===== src/rtl/phc_pkg.sv =====
package phc_pkg;

    typedef enum logic [1:0] {
        SRC_RF = 2'd0,
        SRC_EX = 2'd1,
        SRC_WB = 2'd2
    } opnd_src_e;

    typedef struct packed {
        logic w;
        logic e;
        logic d;
        logic f;
    } stage_vld_t;

    function automatic opnd_src_e pick_src(input logic hit_ex, input logic hit_wb);
        if (hit_ex)      return SRC_EX;
        else if (hit_wb) return SRC_WB;
        else             return SRC_RF;
    endfunction

endpackage


===== src/rtl/phc_hazard_unit.sv =====
module phc_hazard_unit
    import phc_pkg::*;
#(
    parameter int REG_W  = 5,
    parameter bit FWD_EN = 1'b1
) (
    input  logic              d_valid,
    input  logic [2*REG_W-1:0] d_rs,
    input  logic [1:0]        d_use,
    input  logic              e_valid,
    input  logic [REG_W-1:0]  e_rd,
    input  logic              e_we,
    input  logic              e_late,
    input  logic              w_valid,
    input  logic [REG_W-1:0]  w_rd,
    input  logic              w_we,
    output logic              raw_stall,
    output opnd_src_e         src_a,
    output opnd_src_e         src_b
);
    localparam int NUM_OPND = 2;

    logic [NUM_OPND-1:0] hit_ex;
    logic [NUM_OPND-1:0] hit_wb;
    logic                prod_ex;
    logic                prod_wb;

    assign prod_ex = e_valid && e_we && (e_rd != '0);
    assign prod_wb = w_valid && w_we && (w_rd != '0);

    for (genvar g = 0; g < NUM_OPND; g++) begin : g_opnd
        logic [REG_W-1:0] rs;
        logic             reads;
        assign rs     = d_rs[g*REG_W +: REG_W];
        assign reads  = d_use[g] && (rs != '0);
        assign hit_ex[g] = reads && prod_ex && (rs == e_rd);
        assign hit_wb[g] = reads && prod_wb && (rs == w_rd);
    end

    if (FWD_EN) begin : g_fwd
        assign raw_stall = d_valid && e_late && (|hit_ex);
        assign src_a     = pick_src(hit_ex[0], hit_wb[0]);
        assign src_b     = pick_src(hit_ex[1], hit_wb[1]);
    end else begin : g_interlock
        logic unused_late;
        assign unused_late = e_late;
        assign raw_stall = d_valid && (|(hit_ex | hit_wb));
        assign src_a     = SRC_RF;
        assign src_b     = SRC_RF;
    end

endmodule


===== src/rtl/phc_redirect_unit.sv =====
module phc_redirect_unit #(
    parameter int XLEN = 32
) (
    input  logic            e_valid,
    input  logic            e_branch,
    input  logic            e_taken,
    input  logic            e_jump,
    input  logic [XLEN-1:0] e_target,
    output logic            redirect,
    output logic [XLEN-1:0] redirect_pc,
    output logic            kill_f,
    output logic            kill_d
);
    logic br_miss;
    logic jmp_go;

    assign br_miss     = e_valid && e_branch && e_taken;
    assign jmp_go      = e_valid && e_jump;
    assign redirect    = br_miss || jmp_go;
    assign redirect_pc = e_target;
    assign kill_f      = redirect;
    // a jump already left a bubble behind it in decode
    assign kill_d      = br_miss && !jmp_go;

endmodule


===== src/rtl/phc_stage_tracker.sv =====
module phc_stage_tracker
    import phc_pkg::*;
#(
    parameter int              XLEN        = 32,
    parameter logic [XLEN-1:0] RESET_VEC   = '0,
    parameter int              INSTR_BYTES = 4
) (
    input  logic            clk,
    input  logic            rst,
    input  logic            redirect,
    input  logic [XLEN-1:0] redirect_pc,
    input  logic            raw_hold,
    input  logic            jump_hold,
    input  opnd_src_e       src_a_in,
    input  opnd_src_e       src_b_in,
    output logic [XLEN-1:0] pc_q,
    output stage_vld_t      vld_q,
    output opnd_src_e       src_a_q,
    output opnd_src_e       src_b_q
);
    localparam logic [XLEN-1:0] STEP = XLEN'(INSTR_BYTES);

    always_ff @(posedge clk) begin
        if (rst) begin
            pc_q    <= RESET_VEC;
            vld_q   <= '0;
            src_a_q <= SRC_RF;
            src_b_q <= SRC_RF;
        end else if (redirect) begin
            pc_q    <= redirect_pc;
            vld_q.f <= 1'b1;
            vld_q.d <= 1'b0;
            vld_q.e <= 1'b0;
            vld_q.w <= vld_q.e;
            src_a_q <= SRC_RF;
            src_b_q <= SRC_RF;
        end else if (raw_hold) begin
            vld_q.e <= 1'b0;
            vld_q.w <= vld_q.e;
            src_a_q <= SRC_RF;
            src_b_q <= SRC_RF;
        end else if (jump_hold) begin
            vld_q.d <= 1'b0;
            vld_q.e <= vld_q.d;
            vld_q.w <= vld_q.e;
            src_a_q <= src_a_in;
            src_b_q <= src_b_in;
        end else begin
            if (vld_q.f) pc_q <= pc_q + STEP;
            vld_q.f <= 1'b1;
            vld_q.d <= vld_q.f;
            vld_q.e <= vld_q.d;
            vld_q.w <= vld_q.e;
            src_a_q <= vld_q.d ? src_a_in : SRC_RF;
            src_b_q <= vld_q.d ? src_b_in : SRC_RF;
        end
    end

endmodule


===== src/rtl/pipe_hazard_ctrl.sv =====
module pipe_hazard_ctrl
    import phc_pkg::*;
#(
    parameter int              XLEN        = 32,
    parameter int              REG_W       = 5,
    parameter logic [XLEN-1:0] RESET_VEC   = 32'h0000_1000,
    parameter int              INSTR_BYTES = 4,
    parameter bit              FWD_EN      = 1'b1
) (
    input  logic             clk,
    input  logic             rst,
    input  logic [REG_W-1:0] d_rs1,
    input  logic [REG_W-1:0] d_rs2,
    input  logic             d_use_rs1,
    input  logic             d_use_rs2,
    input  logic             d_jump,
    input  logic [REG_W-1:0] e_rd,
    input  logic             e_we,
    input  logic             e_late,
    input  logic             e_branch,
    input  logic             e_taken,
    input  logic             e_jump,
    input  logic [XLEN-1:0]  e_target,
    input  logic [REG_W-1:0] w_rd,
    input  logic             w_we,
    output logic [XLEN-1:0]  pc,
    output logic [3:0]       stage_vld,
    output logic             stall_f,
    output logic             stall_d,
    output logic             bubble_e,
    output logic             kill_f,
    output logic             kill_d,
    output logic             redirect,
    output logic [XLEN-1:0]  redirect_pc,
    output logic [1:0]       fwd_a,
    output logic [1:0]       fwd_b
);
    stage_vld_t vld;
    opnd_src_e  src_a_n, src_b_n, src_a_q, src_b_q;
    logic       raw_req;
    logic       raw_hold;
    logic       jump_hold;

    phc_hazard_unit #(
        .REG_W (REG_W),
        .FWD_EN(FWD_EN)
    ) u_hazard (
        .d_valid  (vld.d),
        .d_rs     ({d_rs2, d_rs1}),
        .d_use    ({d_use_rs2, d_use_rs1}),
        .e_valid  (vld.e),
        .e_rd     (e_rd),
        .e_we     (e_we),
        .e_late   (e_late),
        .w_valid  (vld.w),
        .w_rd     (w_rd),
        .w_we     (w_we),
        .raw_stall(raw_req),
        .src_a    (src_a_n),
        .src_b    (src_b_n)
    );

    phc_redirect_unit #(
        .XLEN(XLEN)
    ) u_redirect (
        .e_valid    (vld.e),
        .e_branch   (e_branch),
        .e_taken    (e_taken),
        .e_jump     (e_jump),
        .e_target   (e_target),
        .redirect   (redirect),
        .redirect_pc(redirect_pc),
        .kill_f     (kill_f),
        .kill_d     (kill_d)
    );

    // redirect beats any hold; a data hold beats the jump hold
    assign raw_hold  = raw_req && !redirect;
    assign jump_hold = vld.d && d_jump && !redirect && !raw_hold;

    phc_stage_tracker #(
        .XLEN       (XLEN),
        .RESET_VEC  (RESET_VEC),
        .INSTR_BYTES(INSTR_BYTES)
    ) u_track (
        .clk        (clk),
        .rst        (rst),
        .redirect   (redirect),
        .redirect_pc(redirect_pc),
        .raw_hold   (raw_hold),
        .jump_hold  (jump_hold),
        .src_a_in   (src_a_n),
        .src_b_in   (src_b_n),
        .pc_q       (pc),
        .vld_q      (vld),
        .src_a_q    (src_a_q),
        .src_b_q    (src_b_q)
    );

    assign stage_vld = vld;
    assign stall_f   = raw_hold || jump_hold;
    assign stall_d   = raw_hold;
    assign bubble_e  = raw_hold;
    assign fwd_a     = src_a_q;
    assign fwd_b     = src_b_q;

endmodule


===== config.mk =====
export PLATFORM = sky130hd
export DESIGN_NAME = pipe_hazard_ctrl
export DESIGN_NICKNAME = d
export VERILOG_FILES = /design/src/rtl/phc_pkg.sv /design/src/rtl/phc_hazard_unit.sv /design/src/rtl/phc_redirect_unit.sv /design/src/rtl/phc_stage_tracker.sv /design/src/rtl/pipe_hazard_ctrl.sv
export SDC_FILE = /design/constraint.sdc
export NUM_CORES = 1
export LEC_CHECK = 0
export BUFFER_PORTS_ARGS = -buffer_cell sky130_fd_sc_hd__buf_2
export CAP_MARGIN = 10
export CORE_MARGIN = 2
export CORE_UTILIZATION = 42
export CTS_CLUSTER_DIAMETER = 40
export DETAILED_ROUTE_END_ITERATION = 7
export PLACE_DENSITY = 0.73
export RECOVER_POWER = 50
export REMOVE_ABC_BUFFERS = 1
export SYNTH_ARGS = -nofsm -noshare
export SYNTH_HDL_FRONTEND = slang
export SYNTH_HIERARCHICAL = 1
export SYNTH_SLANG_ARGS = --single-unit

===== constraint.sdc =====
create_clock -name clk -period 5.1 [get_ports clk]
set_clock_uncertainty 0.1 [all_clocks]
set_input_delay 1.02 -clock clk [delete_from_list [all_inputs] [get_ports clk]]
set_output_delay 1.02 -clock clk [all_outputs]
set_load 0.005 [all_outputs]

==> results.md <==
* Outcome: complete, but fails checks
* Failing checks: capacitance limit, slew limit
* Post-route ant nets at 0
* Post_cts resized at 0
* N_diodes at 0
* Clock Sinks at 40
* Post-Route WL at roughly 7700 um
* Arrival time worst endpoint at around 4.1 ns
* CP max FO at 11
* All-layer global routing usage at roughly 20%
* Chip Height at 85.1 um
* Routed length per placed instance at roughly 15 um
* Largest net degree at the start of global routing at 44
* First-pass GRT wire length at 12300 um
* DR vias at just under 3k
* Pre-antenna DRT Iters at 4
* Fin nets at 503
* Share of cells above drive strength 1 at 33.6%
* Yosys warns at 6
* Die extent in x at 85.1 um
* Power Internal at between 500 and 600 uW
* Async set-reset flop share out of synthesis at 0%
* Final hold violation count at 0
* Clock buffer count from CTS at 5
* Vias/cell at ~5.6
* GR Overflow Total at 0
* Seq/Total Area, Yosys at between 20% and 30%
* CTS Root Cell: clkbuf_8
* CTS clk-pin slew, worst paths at ~0.08 ns
* Register share of total power at 45.2%
* Clock power share at 38.1%
* Post-Syn Instances at 338
* Final instance area at 3390 um^2
* Pleak at between 0.001 and 0.0015 uW
* P per Cell Area at approximately 220 nW/um^2
* Post-layout min period at ~4.0 ns
* Clk_lat worst skew at 0.30 ns
* Relative slew slack at -24.6%
* Area Growth Syn to Fin at 22.5%
* I/O pins at ~140
* DR iter-0 viols at 153
* Max-slew violations at between 40 and 50
* Clk buf depth at 2
* Yosys cell types at between 50 and 60
* WP data required at slightly above 5 ns
* Unrepaired setup endpoints after global routing: no
* Sw Pwr at about 200 uW
* Net switching fraction of the power at about a quarter
* Post-DP HPWL at roughly 5700 um
* Hold WC Path Type: flop to flop
* VDD IR max at ~0.15 mV
* CP Capture Type: flop
* RePlAce Congestion at ~0.79
* Ratio of final minimum period to clock period at approximately 79%
* Initial core utilization at 43.5%
* Count of flip-flops with a built-in enable after synthesis at 0
* Vias in the first global route at 2623
* Setup Buffers After CTS at 0
* Combinational cell fraction of total power at between 10% and 20%
* Rows at 29
* CTS tree: yes
* # hold bufs at CTS at 0
* Highest clock rate at between 200 and 250 MHz
* Final setup violation count at 0
* # H-tree levels at 2
* Seq cells post-synth at 40
* Initial antenna violation count at 0
* Setup tns final at 0 ns
* Kind of critical path: input port to flop
* Synthesized area at 2770 um^2
* Port Buffers at 140
* Max cap viols at 1
* Syn_area_per_cell at 8.18 um^2
* Startpoint types: input port
* Die area at ~7200 um^2
* DR DRC count at 0
* Area after DPL at ~3300 um^2
* Worst slew pin tran at between 1.5 and 2 ns
* Post-synth top flop: dfxtp_1
* CORE AREA at about 6300 um^2
## final timing paths
path	start	endpoint	slack (ns)	cells past startpoint
worst min-delay path	u_track/pc_q[1]	u_track/pc_q[1]	0.41	2
worst max-delay path	d_rs1[1]	u_track/pc_q[20]	1.08	10
worst max register to register	u_track/vld_q[2]	u_track/pc_q[20]	1.82	9
worst min register to register	u_track/pc_q[1]	u_track/pc_q[1]	0.41	2
## worst max-delay path: stages
cell,delay [ns]
buf_2,0.13
or4_1,0.56
nor2_2,0.16
nor4_2,0.08
o211a_1,0.26
nor2b_2,0.22
nand4bb_1,0.34
or3_1,0.59
or4_1,0.51
a311oi_1,0.24
## area by class of cell
| cell class | instances | area, um^2 |
|---|---|---|
| multi-input cells | 237 | 1620 |
| clock inverters | 1 | 30.0 |
| clock buffers | 7 | 96.3 |
| inverters | 10 | 37.5 |
| well taps | 77 | 96.3 |
| repair buffers | 145 | 712 |
| fillers | 619 | 2960 |
| flip-flops and latches | 40 | 801 |
## routing by layer
metal,global-route usage [%],part of all wire [%]
met4,5.48,0.93
met5,0,0
met2,34.7,47
met1,25.9,43
met3,4.86,8.7
## sequential cells by signal (all words and copies together) (netlist names)
signal,flops
u_track/src_a_q,2
u_track/src_b_q,2
u_track/vld_q,4
u_track/pc_q,32
## synthesized netlist by cell type, types with 2 or more instances
library cell,number,area share [%]
nand4bb_1,2,0.81
and3_1,2,0.45
a211oi_1,15,4.1
nand4_1,19,4.3
and2_1,5,1.1
nor2_1,34,4.6
nor2b_1,3,0.68
a2111oi_0,3,0.95
a311oi_1,8,2.5
buf_1,4,0.54
nor4_2,2,0.90
xnor2_1,23,7.3
nand3_1,12,2.2
nor4b_2,2,1.1
o21ai_0,2,0.36
nor3_1,10,1.8
nor3b_1,3,0.81
buf_4,34,9.2
inv_1,10,1.4
nor4_1,16,3.6
nor2_2,3,0.68
clkbuf_1,12,1.6
o31ai_1,4,1.1
dfxtp_1,40,29
or4_1,7,1.9
o211ai_1,2,0.54
xor2_1,8,2.5
and4_1,6,1.9
or3_1,3,0.68
a21oi_1,4,0.72
a311o_1,2,0.72
nand2_1,13,1.8
mux2i_1,2,0.72
## logic make-up (layout without fill, tap and decap cells)
| family | count (synthesis) | in the layout | synth area share [%] |
|---|---|---|---|
| AND/OR/NAND/NOR | 152 | 152 | 32.6 |
| buffers and inverters | 61 | 163 | 12.9 |
| AO/OA/AOI/OAI | 51 | 51 | 14.5 |
| flip-flops | 40 | 40 | 29.0 |
| XOR/XNOR | 31 | 31 | 9.82 |
| multiplexers | 2 | 2 | 0.724 |
| adder cells (fa/ha/maj) | 1 | 1 | 0.452 |
## power groups by stage
stage                     Combinational [uW]  Clock, uW  Sequential, uW
after floorplan                         50.4          0             348
after global placement                   127          0             351
after detailed placement                 129          0             352
after CTS                                129        293             345
after global routing                     141        304             348
final                                    127        290             345
## layout by cell type (no fill, tap or decap), types with 10 or more instances in the layout
master      n
a211oi_1   15
buf_2     119
clkbuf_1   21
dfxtp_1    40
inv_1      10
nand2_1    13
nand3_1    12
nand4_1    19
nor2_1     34
nor3_1     10
nor4_1     15
xnor2_1    23
## stage by stage
step	total power, uW	setup WS, ns	hold WS (ns)	cells	utilization, %
floorplan	399	0.410	0.386	287	-
global placement	478	0.844	0.371	509	51.8
detailed placement	480	0.788	0.392	509	51.8
CTS	767	1.09	0.414	517	53.8
global route	793	0.952	0.471	517	53.4
finish	762	1.08	0.412	517	53.4
Note: power is estimated with default switching activity, not from simulation.
